<file path="src/rtl/shreg_div_pkg.sv">
package shreg_div_pkg;
  typedef enum logic [1:0] {
    ST_IDLE = 2'd0,
    ST_RUN  = 2'd1,
    ST_DONE = 2'd2
  } div_state_e;
endpackage

</file>
<file path="src/rtl/shreg_div_ctrl.sv">
module shreg_div_ctrl
  import shreg_div_pkg::*;
#(
  parameter int unsigned N = 32
) (
  input  logic clk,
  input  logic rst_n,
  input  logic start,
  output logic load,
  output logic step,
  output logic ready,
  output logic fin
);
  localparam int unsigned CW = $clog2(N + 1);

  div_state_e     state_q;
  logic [CW-1:0]  iter_q;
  logic           last_iter;

  assign ready     = (state_q == ST_IDLE);
  assign load      = ready && start;
  assign step      = (state_q == ST_RUN);
  assign fin       = (state_q == ST_DONE);
  assign last_iter = (iter_q == CW'(N - 1));

  always_ff @(posedge clk or negedge rst_n) begin
    if (!rst_n) begin
      state_q <= ST_IDLE;
      iter_q  <= '0;
    end else begin
      case (state_q)
        ST_IDLE: if (start) begin
          state_q <= ST_RUN;
          iter_q  <= '0;
        end
        ST_RUN: begin
          iter_q <= iter_q + 1'b1;
          if (last_iter) state_q <= ST_DONE;
        end
        ST_DONE: state_q <= ST_IDLE;
        default: state_q <= ST_IDLE;
      endcase
    end
  end

  // the iteration counter never passes the last trial
  a_r3_iter_bounded: assert property (@(posedge clk) disable iff (!rst_n)
    step |-> (iter_q < CW'(N)));
  // the block is never idle in the cycle after a load
  a_r8_busy_after_load: assert property (@(posedge clk) disable iff (!rst_n)
    load |=> step);
endmodule

</file>
<file path="src/rtl/shreg_div_datapath.sv">
module shreg_div_datapath #(
  parameter int unsigned N = 32
) (
  input  logic         clk,
  input  logic         rst_n,
  input  logic         load,
  input  logic         step,
  input  logic         fin,
  input  logic [N-1:0] dividend,
  input  logic [N-1:0] divisor,
  output logic [N-1:0] quotient,
  output logic [N-1:0] remainder,
  output logic         zero_div
);
  localparam int unsigned RW = 2 * N + 1;
  localparam int unsigned HW = N + 1;

  typedef struct packed {
    logic          fits;
    logic [HW-1:0] kept;
  } trial_t;

  // one restoring trial on the upper part of the shared register
  function automatic trial_t restoring_trial(input logic [HW-1:0] hi,
                                             input logic [N-1:0]  dv);
    logic [HW:0] diff;
    trial_t      t;
    diff   = {1'b0, hi} - {2'b00, dv};
    t.fits = ~diff[HW];
    t.kept = t.fits ? diff[HW-1:0] : hi;
    return t;
  endfunction

  logic [RW-1:0] acc_q;
  logic [N-1:0]  dv_q;
  logic          zero_q;
  logic [HW-1:0] acc_hi;
  logic [N-1:0]  acc_lo;
  trial_t        trial;
  logic          trial_fits;

  assign acc_hi     = acc_q[RW-1:N];
  assign acc_lo     = acc_q[N-1:0];
  assign trial      = restoring_trial(acc_hi, dv_q);
  assign trial_fits = trial.fits;

  always_ff @(posedge clk or negedge rst_n) begin
    if (!rst_n) begin
      acc_q  <= '0;
      dv_q   <= '0;
      zero_q <= 1'b0;
    end else if (load) begin
      acc_q  <= {{N{1'b0}}, dividend, 1'b0};
      dv_q   <= divisor;
      zero_q <= (divisor == '0);
    end else if (step) begin
      acc_q  <= {trial.kept[N-1:0], acc_lo, trial_fits};
    end
  end

  assign quotient  = acc_lo;
  assign remainder = acc_q[RW-1:N+1];
  assign zero_div  = zero_q;

  // a restored partial remainder always stays below the divisor
  a_r5_partial_below_divisor: assert property (@(posedge clk) disable iff (!rst_n)
    (step && dv_q != '0) |-> (trial.kept < {1'b0, dv_q}));
  // the corrected remainder is below the divisor at completion
  a_r5_final_below_divisor: assert property (@(posedge clk) disable iff (!rst_n)
    (fin && !zero_q) |-> (remainder < dv_q));
  // results do not move unless a new operation is loaded or running
  a_r7_hold_when_idle: assert property (@(posedge clk) disable iff (!rst_n)
    (!load && !step) |=> $stable(acc_q));
endmodule

</file>
<file path="src/rtl/shreg_divider.sv">
module shreg_divider #(
  parameter int unsigned N = 32
) (
  input  logic         clk,
  input  logic         rst_n,
  input  logic         start,
  input  logic [N-1:0] dividend,
  input  logic [N-1:0] divisor,
  output logic         ready,
  output logic         done,
  output logic [N-1:0] quotient,
  output logic [N-1:0] remainder,
  output logic         div_by_zero
);
  logic load, step, fin, zero_div;

  shreg_div_ctrl #(.N(N)) ctrl_i (
    .clk   (clk),
    .rst_n (rst_n),
    .start (start),
    .load  (load),
    .step  (step),
    .ready (ready),
    .fin   (fin)
  );

  shreg_div_datapath #(.N(N)) dp_i (
    .clk       (clk),
    .rst_n     (rst_n),
    .load      (load),
    .step      (step),
    .fin       (fin),
    .dividend  (dividend),
    .divisor   (divisor),
    .quotient  (quotient),
    .remainder (remainder),
    .zero_div  (zero_div)
  );

  assign done        = fin;
  assign div_by_zero = fin && zero_div;

  // completion is a single-cycle pulse
  a_r3_done_single: assert property (@(posedge clk) disable iff (!rst_n)
    done |=> !done);
  // the zero-divisor flag appears only with done
  a_r6_flag_with_done: assert property (@(posedge clk) disable iff (!rst_n)
    !done |-> !div_by_zero);
  // an accepted start leaves the idle state
  a_r2_accept_busy: assert property (@(posedge clk) disable iff (!rst_n)
    (start && ready) |=> !ready);
  // idle again right after done
  a_r8_ready_after_done: assert property (@(posedge clk) disable iff (!rst_n)
    done |=> ready);
endmodule

</file>
<file path="config.mk">
export PLATFORM = sky130hd
export DESIGN_NAME = shreg_divider
export DESIGN_NICKNAME = d
export VERILOG_FILES = /design/src/rtl/shreg_div_pkg.sv /design/src/rtl/shreg_div_ctrl.sv /design/src/rtl/shreg_div_datapath.sv /design/src/rtl/shreg_divider.sv
export SDC_FILE = /design/constraint.sdc
export NUM_CORES = 1
export LEC_CHECK = 0
export BUFFER_PORTS_ARGS = -buffer_cell sky130_fd_sc_hd__buf_2
export CAP_MARGIN = 40
export CORE_MARGIN = 2
export CORE_UTILIZATION = 51
export DETAILED_ROUTE_END_ITERATION = 7
export MAX_ROUTING_LAYER = met4
export PLACE_DENSITY = 0.82
export SLEW_MARGIN = 20
export SYNTH_ARGS = -nofsm -noshare
export SYNTH_HDL_FRONTEND = slang
export SYNTH_SLANG_ARGS = --single-unit
</file>
<file path="constraint.sdc">
create_clock -name clk -period 2.5 [get_ports clk]
set_input_delay 0.25 -clock clk [delete_from_list [all_inputs] [get_ports clk]]
set_output_delay 0.25 -clock clk [all_outputs]
set_load 0.005 [all_outputs]
</file>
==> results of run 1 <==
-- registers in the layout (all words and copies together), names as in the netlist --
signal,count
ctrl_i.state_q,2
ctrl_i.iter_q,6
dp_i.zero_div,1
dp_i.acc_q,65
dp_i.dv_q,32
-- metrics by stage --
stage	total power (W)	hold slack (ns)	cells
floorplan	0.00897	-0.0456	768
global placement	0.0110	0.316	1051
detailed placement	0.0112	0.307	1051
CTS	0.0129	0.0907	1070
global route	0.0149	0.110	1076
finish	0.0139	0.101	1076
-- synthesized netlist by cell type (3+ instances only) --
library cell	n	area, um2
a211oi_1	4	30.0
a21o_1	11	82.6
a21oi_1	36	180
a221o_1	4	40.0
a22oi_1	34	255
a31oi_1	4	25.0
and2_1	3	18.8
and3_1	3	18.8
buf_4	64	480
buf_6	4	45.0
clkbuf_1	27	101
dfrtp_1	106	2650
ha_1	33	413
inv_1	37	139
mux2i_1	20	200
nand2_1	155	582
nand2b_1	5	31.3
nand3_1	9	45.0
nand4_1	7	43.8
nor2_1	24	90.1
nor2b_1	5	31.3
nor3_1	6	30.0
nor4_1	11	68.8
o211ai_1	8	60.1
o21a_1	5	37.5
o21ai_0	56	280
o21ai_1	25	125
o21bai_1	3	22.5
xnor2_1	18	158
xor2_1	10	87.6
-- repair_timing --
item	CTS	global route
setup endpoints to repair	31	33
gates resized for setup	21	48
setup buffers	4	7
pin swaps	15	25
hold endpoints to repair	47	0
cloned	0	1
hold buffers	1	0
-- kinds of logic (layout without fill, tap and decap cells) --
logic type,count (synthesis),count (layout),synth area share [%]
AOI/OAI and AO/OA,212,212,20.5
DFF,106,106,39.8
buffers and inverters,137,273,11.8
muxes,20,20,3.00
adders and majority gates,34,34,6.49
xor gates and xnor gates,28,28,3.68
and+or+nand+nor,231,231,14.7
-- worst max-delay path, delay by kind of cell (launching register included) --
kind | cells | cell delay, ns
AO/OA/AOI/OAI | 6 | 1.26
XOR/XNOR | 1 | 0.16
adder cells (fa/ha/maj) | 2 | 0.52
flip-flops | 1 | 0.41
AND/OR/NAND/NOR | 2 | 0.24
-- power groups by stage --
stage	clock network [W]	registers [W]	logic (W)
after floorplan	0	0.00299	0.00598
after global placement	0	0.00304	0.00793
after detailed placement	0	0.00306	0.00815
after CTS	0.00133	0.00307	0.00853
after global routing	0.00140	0.00320	0.0103
final	0.00131	0.00310	0.00945
-- worst max path at each step --
stage | startpoint | end | cells after the start
global placement | dp_i.dv_q[0]$_DFFE_PN0P_ | dp_i.acc_q[61]$_DFFE_PN0P_ | 11
detailed placement | dp_i.acc_q[32]$_DFFE_PN0P_ | dp_i.acc_q[61]$_DFFE_PN0P_ | 12
finish | dp_i.dv_q[0]$_DFFE_PN0P_ | dp_i.acc_q[61]$_DFFE_PN0P_ | 11
CTS | dp_i.dv_q[0]$_DFFE_PN0P_ | dp_i.acc_q[61]$_DFFE_PN0P_ | 11
global route | dp_i.dv_q[0]$_DFFE_PN0P_ | dp_i.acc_q[61]$_DFFE_PN0P_ | 11
floorplan | dp_i.dv_q[0]$_DFFE_PN0P_ | dp_i.acc_q[61]$_DFFE_PN0P_ | 11
-- cells in the final DEF (no fill, tap or decap), drive strengths merged, types with 8 or more instances in the layout --
cell,count
a21o,11
a21oi,37
a22oi,36
buf,220
clkbuf,10
dfrtp,106
ha,33
inv,37
mux2i,20
nand2,155
nand3,9
nor2,24
nor4,11
o211ai,8
o21ai,81
xnor2,18
xor2,10
-- area by class of cell --
cell class | count | area, um2 | share of cell area (%)
Clock inverter | 5 | 33.8 | 0.410
Multi-Input combinational cell | 525 | 3510 | 42.6
Sequential cell | 106 | 2650 | 32.2
Tap cell | 172 | 215 | 2.61
Timing Repair Buffer | 222 | 1470 | 17.8
Clock buffer | 9 | 225 | 2.73
Inverter | 37 | 139 | 1.68
-- per-layer routing --
| metal | share of wire, % | track usage [%] | vias to the layer above |
|---|---|---|---|
| li1 | - | - | 2861 |
| met2 | 47 | 39.1 | 241 |
| met5 | 0 | - | - |
| met3 | 5.8 | 4.58 | 35 |
| met4 | 2.3 | 11.1 | 0 |
| met1 | 44 | 33.2 | 2872 |
==> metrics.md, run 1 <==
| Metric | Value |
|---|---|
| Run status | `finished, violations left` |
| Failing checks | `setup timing` |
| Required time of the critical path | `2.79 ns` |
| Max stage delay on crit path | `0.41 ns` |
| Worst slew pin tran | `approximately 0.64 ns` |
| Finished Core Util | `65.1%` |
| Min-Delay Endpoint | `dp_i.acc_q[23]$_DFFE_PN0P_` |
| Sequential cell fraction of total power | `22.4%` |
| Fin area | `8240 um2` |
| Core area | `12,700 um2` |
| Hold Path Class | `in -> reg` |
| Depth of the most critical reg-to-reg path | `11` |
| Worst-path clk slew | `0.07 ns` |
| RR Endpoint | `dp_i.acc_q[61]$_DFFE_PN0P_` |
| Initial antenna violation count | `0` |
| Synth warn | `0` |
| Final setup margin | `-0.174 ns` |
| CTS Root Buffer Type | `clkbuf_16` |
| Crit-path slowest cell | `dfrtp_1` |
| Max cap viols | `0` |
| Sum Neg Setup Slack | `-2.95 ns` |
| Area Overhead vs Synth | `23.6%` |
| Area post-placement | `7590 um2` |
| Global route overflow | `0` |
| Largest net degree at the start of global routing | `98` |
| TritonRoute pass-1 iters | `6` |
| Synth Instances | `between 700 and 800` |
| Post-place setup slack | `-0.303 ns` |
| Final antenna-violating net count | `0` |
| Post-DP HPWL | `12.3 mm` |
| CTS tree | `built` |
| Min-delay src | `dividend[22]` |
| Via-to-Cell Ratio | `around 5.6` |
| Final setup vio count | `30` |
| Yosys reg bits | `106` |
| Boundary pin count | `134` |
| Period minus WS final | `2.67 ns` |
| Initial core utilization | `52.6%` |
| CTS H-Tree Depth | `3` |
| Num rows | `41` |
| Fillers | `1,010` |
| Hold violation count in the final report | `0` |
| Synth Cell Area | `6670 um2` |
| Most used DFF post-synth | `dfrtp_1` |
| R2R Path Start | `dp_i.dv_q[0]$_DFFE_PN0P_` |
| Hold depth | `3` |
| Clock Sinks | `about 110` |
| Chip Width | `118 um` |
| Slew margin rel. | `between 50% and 60%` |
| Die Y | `approximately 120 um` |
| Drc violations | `0` |
| Flop2flop setup slack | `-0.17 ns` |
| Most used cell, CP | `o211ai_1` |
| GRT Total Usage | `between 20% and 30%` |
| Mapped Avg Cell Area | `8.69 um2` |
| Gate power share | `68.1%` |
| Clock power frac | `9.5%` |
| Leak Pwr | `approximately 4.0 nW` |
| Clock latency on the worst-skew pair | `0.36 ns` |
| Setup crit start kind | `register` |
| Int Pwr | `0.00793 W` |
| WP data arrival | `2.96 ns` |
| RePlAce Congestion | `0.918` |
| CP Cell Sequence | `ha_4 > fa_2 > nor2b_2 > o211ai_1 > a311o_1 > o211ai_1 > nor2_1 > o31ai_2 > a211oi_2 > xor2_1 > o21ai_1` |
| Pwr/cell area | `between 1500 and 2000 nW/um2` |
| Ant. Diodes | `0` |
| Vias | `approximately 6.0k` |
| Unrepaired setup endpoints after global routing | `true` |
| Vias in the first global route | `5,926` |
| Buffers on Ports | `133` |
| Synth cell types | `54` |
| Die area | `14,000 um2` |
| Maximum vdd drop | `610 uV` |
| Worst setup EP type | `register` |
| Register area share after synthesis | `39.8%` |
| Layout cells sized above 1 | `31.9%` |
| Synth async-reset ratio | `100%` |
| Sw power | `approximately 0.006 W` |
| Post-synth EDFFs | `0` |
| Period utilisation layout | `107%` |
| Fraction of power spent switching nets | `roughly 43%` |
| CTS buffer count | `9` |
| Iter 0 DRT Violations | `606` |
| Nets | `~1k` |
| Global-route wire length before repair | `28.1 mm` |
| WL per Instance | `about 16 um` |
| Pins Over Slew Limit | `0` |
| Clock Skew | `0.00337 ns` |
| Post-Route WL | `approximately 18 mm` |
| Crit path kind | `reg -> reg` |
| Max Freq | `374 MHz` |
| Max Buffers Root-to-Sink | `2` |
| Synth Net Count | `just under 900` |
| CP Max Fanout | `2` |
No activity file was read; power rests on OpenSTA's default activity.
==> run 2: changes to the inputs <==
ABC_AREA = 1   (was not set)
CORE_UTILIZATION = 52   (was 51)
==> run 2 against run 1 <==
- the flow now finishes without violations
- fmax is 16% higher
- cell area is 3.7% higher
- synthesized cell count is 52% higher
- register-to-register slack better by 0.38 ns
- count of clock-buffer cells in the layout stayed put
- sequential share of layout area is 1.1 points lower
- global-route usage is 0.58 points higher
- first-iteration DRC count is 15% lower
- worst setup slack better by 0.38 ns
- hold slack worse by 0.014 ns
==> metrics.md, run 2 <==
| Metric | Value |
|---|---|
| Pins Over Slew Limit | `0` |
| CTS buffer count | `9` |
| Commonest non-fill, non-tap cell in the layout | `nand2_1` |
| Crit path kind | `reg -> reg` |
| TritonRoute pass-1 iters | `6` |
| GRT Total Usage | `26.0%` |
| Chip Width | `127 um` |
| Clock latency on the worst-skew pair | `0.36 ns` |
| Post-Route WL | `19.7 mm` |
| CTS tree | `built` |
| Fin area | `8550 um2` |
| Die Y | `between 100 and 150 um` |
| Boundary pin count | `about 130` |
| Worst setup EP type | `register` |
| Max Buffers Root-to-Sink | `2` |
| Most flop-heavy register | `dp_i.acc_q` |
| Mapped Avg Cell Area | `6.70 um2` |
| Worst-path clk slew | `approximately 0.080 ns` |
| Synth warn | `0` |
| Vias in the first global route | `between 6k and 7k` |
| Final antenna-violating net count | `0` |
| Synth cell types | `37` |
| Post-place setup slack | `0.175 ns` |
| Via-to-Cell Ratio | `5.08` |
| R2R Path Start | `dp_i.acc_q[59]$_DFFE_PN0P_` |
| Clock Skew | `0.00967 ns` |
| RR Endpoint | `dp_i.acc_q[55]$_DFFE_PN0P_` |
| Iter 0 DRT Violations | `slightly above 500` |
| Min-Delay Endpoint | `dp_i.acc_q[2]$_DFFE_PN0P_` |
| Synth Instances | `1,167` |
| Unrepaired setup endpoints after global routing | `true` |
| Post-CTS setup buffer count | `0` |
| Run status | `finished clean` |
| Hold depth | `3` |
| CTS Root Buffer Type | `clkbuf_16` |
| Top cell type's share of synthesized area | `33.9%` |
| Ant. Diodes | `0` |
| Final setup vio count | `0` |
| Area Overhead vs Synth | `9.30%` |
| Post-synth EDFFs | `0` |
| RePlAce Congestion | `0.991` |
| WP data arrival | `roughly 2.6 ns` |
| Clock Sinks | `approximately 110` |
| Vias | `~7.2k` |
| Global-route wire length before repair | `33.2 mm` |
| Initial core utilization | `53.6%` |
| Required time of the critical path | `2.75 ns` |
| Initial antenna violation count | `0` |
| Core area | `14,600 um2` |
| Period utilisation layout | `91.9%` |
| Depth of the most critical reg-to-reg path | `12` |
| Max cap viols | `0` |
| Period minus WS final | `2.30 ns` |
| Synth async-reset ratio | `100%` |
| Buffers on Ports | `133` |
| Area post-placement | `about 8000 um2` |
| Hold Path Class | `in -> reg` |
| Sum Neg Setup Slack | `0 ns` |
| Synth Net Count | `1,268` |
| CP Max Fanout | `23` |
| Most used DFF post-synth | `dfrtp_1` |
| Synth cell count leaders | `433 x nand2_1, 208 x inv_1, 106 x dfrtp_1` |
| WL per Instance | `13.9 um` |
| Top post-synthesis cells by area | `dfrtp_1 34%, nand2_1 21%, inv_1 10%` |
| Max FFs per register | `65` |
| Final setup margin | `0.203 ns` |
| Max Freq | `435 MHz` |
| CTS H-Tree Depth | `3` |
| Flop2flop setup slack | `0.20 ns` |
| Min-delay src | `dividend[1]` |
| Largest net degree at the start of global routing | `58` |
| Hold violation count in the final report | `0` |
| Yosys reg bits | `around 110` |
| Most common cell in the netlist | `nand2_1` |
| Nets | `1,332` |
| Layout cells sized above 1 | `approximately 15%` |
| Finished Core Util | `58.6%` |
| Commonest cells after routing, fill and taps aside | `433 x nand2_1, 208 x inv_1, 132 x buf_2` |
| Register area share after synthesis | `between 30% and 40%` |
| Synth Cell Area | `7820 um2` |
| Cell taking the most area after synthesis | `dfrtp_1` |
| Largest regs | `dp_i.acc_q: 65 flops, dp_i.dv_q: 32 flops, ctrl_i.iter_q: 6 flops` |
| Global route overflow | `0` |
| Die area | `16,000 um2` |
| Drc violations | `0` |
| Post-DP HPWL | `between 15 and 20 mm` |
| Setup crit start kind | `register` |
| Worst slew pin tran | `0.737 ns` |
| Slew margin rel. | `50.4%` |
| Num rows | `44` |
## run 2: worst max-delay path: stages (launching register included)
cell and delay [ns]:
dfrtp_1 0.44, ha_1 0.38, nand2_1 0.16, inv_2 0.05, nand2_1 0.10, inv_2 0.04
nand2_1 0.12, inv_1 0.09, a21oi_4 0.19, buf_4 0.33, nand3b_1 0.13, nand3_1 0.10
nand2_1 0.05
## run 2: layer usage
metal  part of all wire, %  wire length, um  global-route usage, %  vias to the layer above
met3                   5.6             1090                   2.95                       22
met1                    46             9040                   35.4                     3303
li1                      -                -                      -                     3681
met4                   1.8              347                   7.37                        0
met2                    47             9200                   41.4                      202
met5                     0                0                      -                        -
## run 2: logic make-up (layout without fill, tap and decap cells)
kind of cell	Yosys count	in the layout	synth area share, %
flip-flops	106	106	33.9
buffers and inverters	311	380	18.4
XOR/XNOR	15	15	1.68
AO/OA/AOI/OAI	97	97	8.10
AND/OR/NAND/NOR	604	604	32.3
adder cells (fa/ha/maj)	34	34	5.54
## run 2: stage by stage
stage                     std cells  hold WS (ns)
final                          1420        0.0864
after global routing           1420        0.0919
after CTS                      1420        0.0817
after detailed placement       1403         0.133
after global placement         1403         0.129
after floorplan                1167       -0.0456
## run 2: how the worst max path moves through the flow
stage | to | slack [ns] | start
2_1_floorplan | dp_i.acc_q[38]$_DFFE_PN0P_ | 0.58 | dp_i.acc_q[51]$_DFFE_PN0P_
3_3_place_gp | dp_i.acc_q[36]$_DFFE_PN0P_ | 0.21 | dp_i.acc_q[61]$_DFFE_PN0P_
3_5_place_dp | dp_i.acc_q[42]$_DFFE_PN0P_ | 0.17 | dp_i.acc_q[61]$_DFFE_PN0P_
4_1_cts | dp_i.acc_q[42]$_DFFE_PN0P_ | 0.17 | dp_i.acc_q[61]$_DFFE_PN0P_
5_1_grt | dp_i.acc_q[41]$_DFFE_PN0P_ | 0.002 | dp_i.acc_q[38]$_DFFE_PN0P_
6_report | dp_i.acc_q[55]$_DFFE_PN0P_ | 0.20 | dp_i.acc_q[59]$_DFFE_PN0P_
## run 2: layout make-up
type | instances | area [um2]
fillers | 1414 | 6040
flip-flops and latches | 106 | 2650
multi-input cells | 750 | 3730
clock inverters | 7 | 81.3
clock buffers | 9 | 225
inverters | 217 | 815
repair buffers | 147 | 808
well taps | 184 | 230
## run 2: timing repair
action,CTS,global route
endpoints found under the setup margin,0,17
endpoints found under the hold margin,14,0
gates resized for setup,0,4
hold buffers,1,0
Power of run 2 is not shown: default switching activity piles up to over one toggle a cycle in this logic, so the estimate is an artifact.
==> run 3: changes to the inputs <==
clock period = 2 ns   (was 2.5 ns; I/O delays follow)
==> run 3 against run 2 <==
- the flow now finishes with violations (setup timing)
- via count grew 11%
- flip-flop and latch count unchanged
- global-route usage up 2.7 points
- fmax increased by 14%
- utilization rose by 12 points
- non-clock buffer count up 124
- wire length grew 18%
- hold slack worse by 0.051 ns
- die area did not move
- worst setup slack got worse by 0.21 ns
- critical path depth increased by 1
- first-iteration DRC count increased by 11%
==> metrics.md, run 3 (synthesis results as in run 2) <==
| Metric | Value |
|---|---|
| Run status | `finished, violations left` |
| Failing checks | `setup timing` |
| Worst slew pin tran | `0.733 ns` |
| Worst-path clk slew | `0.08 ns` |
| Worst setup EP type | `register` |
| Ant. Diodes | `0` |
| Buffers on Ports | `133` |
| TritonRoute pass-1 iters | `5` |
| Global route overflow | `0` |
| Non-Filler Instances | `1,544` |
| CTS buffer count | `9` |
| GRT Total Usage | `28.7%` |
| Post-place setup slack | `-0.152 ns` |
| Vias in the first global route | `7,465` |
| Period utilisation layout | `100%` |
| Largest regs | `dp_i.acc_q: 65 flops, dp_i.dv_q: 32 flops, ctrl_i.iter_q: 6 flops` |
| Final setup margin | `-0.00891 ns` |
| Clock latency on the worst-skew pair | `roughly 0.37 ns` |
| Fillers | `1,201` |
| RePlAce Congestion | `0.993` |
| Area Overhead vs Synth | `31.9%` |
| Max FFs per register | `65` |
| Iter 0 DRT Violations | `568` |
| Commonest cells after routing, fill and taps aside | `376 x nand2_1, 192 x inv_1, 132 x buf_2` |
| Layout cells sized above 1 | `33.2%` |
| Slew margin rel. | `50.7%` |
| Via-to-Cell Ratio | `between 5 and 6` |
| Nets | `~1.5k` |
| Core area | `between 10,000 and 15,000 um2` |
| Largest net degree at the start of global routing | `approximately 110` |
| Die area | `roughly 16,000 um2` |
| Max Freq | `498 MHz` |
| Pins Over Slew Limit | `0` |
| Hold Path Class | `in -> reg` |
| WL per Instance | `15.0 um` |
| Chip Width | `127 um` |
| WP data arrival | `2.27 ns` |
| Die Y | `127 um` |
| Unrepaired setup endpoints after global routing | `true` |
| Drc violations | `0` |
| Clock Skew | `0.00822 ns` |
| CTS Root Buffer Type | `clkbuf_16` |
| CTS H-Tree Depth | `3` |
| Final antenna-violating net count | `0` |
| Clock Sinks | `106` |
| Setup crit start kind | `register` |
| Post-placement cell count | `1,507` |
| Global-route wire length before repair | `between 30 and 40 mm` |
| Initial core utilization | `53.6%` |
| Max Buffers Root-to-Sink | `2` |
| Max cap viols | `0` |
| Final setup vio count | `7` |
| Required time of the critical path | `2.26 ns` |
| Vias | `between 7k and 8k` |
| Hold slack | `~0.035 ns` |
| Most flop-heavy register | `dp_i.acc_q` |
| Post-DP HPWL | `16.4 mm` |
| Initial antenna violation count | `0` |
| Period minus WS final | `2.01 ns` |
| Post-Route WL | `23.2 mm` |
| Num rows | `44` |
| Commonest non-fill, non-tap cell in the layout | `nand2_1` |
| Crit path kind | `reg -> reg` |
| Hold violation count in the final report | `0` |
| Boundary pin count | `134` |
| CTS tree | `built` |
| CP Max Fanout | `7` |
run 3: stage by stage:
step | setup TNS, ns | area [um2] | utilization, %
floorplan | 0 | 7820 | -
global placement | -1.03 | 9010 | 61.7
detailed placement | -2.06 | 9010 | 61.7
CTS | -0.00666 | 9650 | 66.1
global route | -3.80 | 10300 | 70.7
finish | -0.0320 | 10300 | 70.7
run 3: metal layers:
layer  track usage (%)  routed length (um)  up-vias
li1                  -                   -     3939
met1              37.7               10100     3754
met2              46.9               11200      255
met3              4.13                1230       48
met4              7.69                 616        0
met5                 -                   0        -
run 3: layout make-up:
type                            instances  area, um2  share of cell area, %
Multi-Input combinational cell        750       4490                   43.5
Tap cell                              184        230                   2.23
Sequential cell                       106       2650                   25.7
Clock buffer                            9        225                   2.18
Timing Repair Buffer                  271       1830                   17.7
Inverter                              217        815                   7.90
Clock inverter                          7       72.6                  0.704
run 3: path summary, 6_finish.rpt:
kind / to / slack [ns] / start / cells after the start
max reg2reg: dp_i.acc_q[44]$_DFFE_PN0P_ / -0.009 / dp_i.acc_q[60]$_DFFE_PN0P_ / 13
min: dp_i.acc_q[4]$_DFFE_PN0P_ / 0.03 / dividend[3] / 3
max: dp_i.acc_q[44]$_DFFE_PN0P_ / -0.009 / dp_i.acc_q[60]$_DFFE_PN0P_ / 13
max in group asynchronous: dp_i.acc_q[1]$_DFFE_PN0P_ / 1.13 / rst_n / 3
min reg2reg: dp_i.dv_q[4]$_DFFE_PN0P_ / 0.49 / dp_i.dv_q[4]$_DFFE_PN0P_ / 2
min in group asynchronous: dp_i.acc_q[47]$_DFFE_PN0P_ / 0.44 / rst_n / 3
run 3: worst max-delay path, stage by stage (launching register included):
cell       delay [ns]
dfrtp_1          0.43
ha_4             0.31
nand2_2          0.08
buf_4            0.14
o21ai_1          0.13
nand2_1          0.08
nand2_2          0.09
a21oi_4          0.04
buf_12           0.14
nand2_8          0.12
clkbuf_16        0.18
nand2_2          0.04
nand3_1          0.07
nand2_1          0.06
run 3: what timing repair did:
| item | in CTS | in global routing |
|---|---|---|
| cloned | 0 | 2 |
| gates resized for setup | 52 | 128 |
| hold endpoints to repair | 106 | 0 |
| hold buffers | 1 | 0 |
| setup endpoints to repair | 33 | 33 |
| pin swaps | 6 | 36 |
| buffers inserted | 0 | 18 |
Power of run 3 is left out for the same reason.
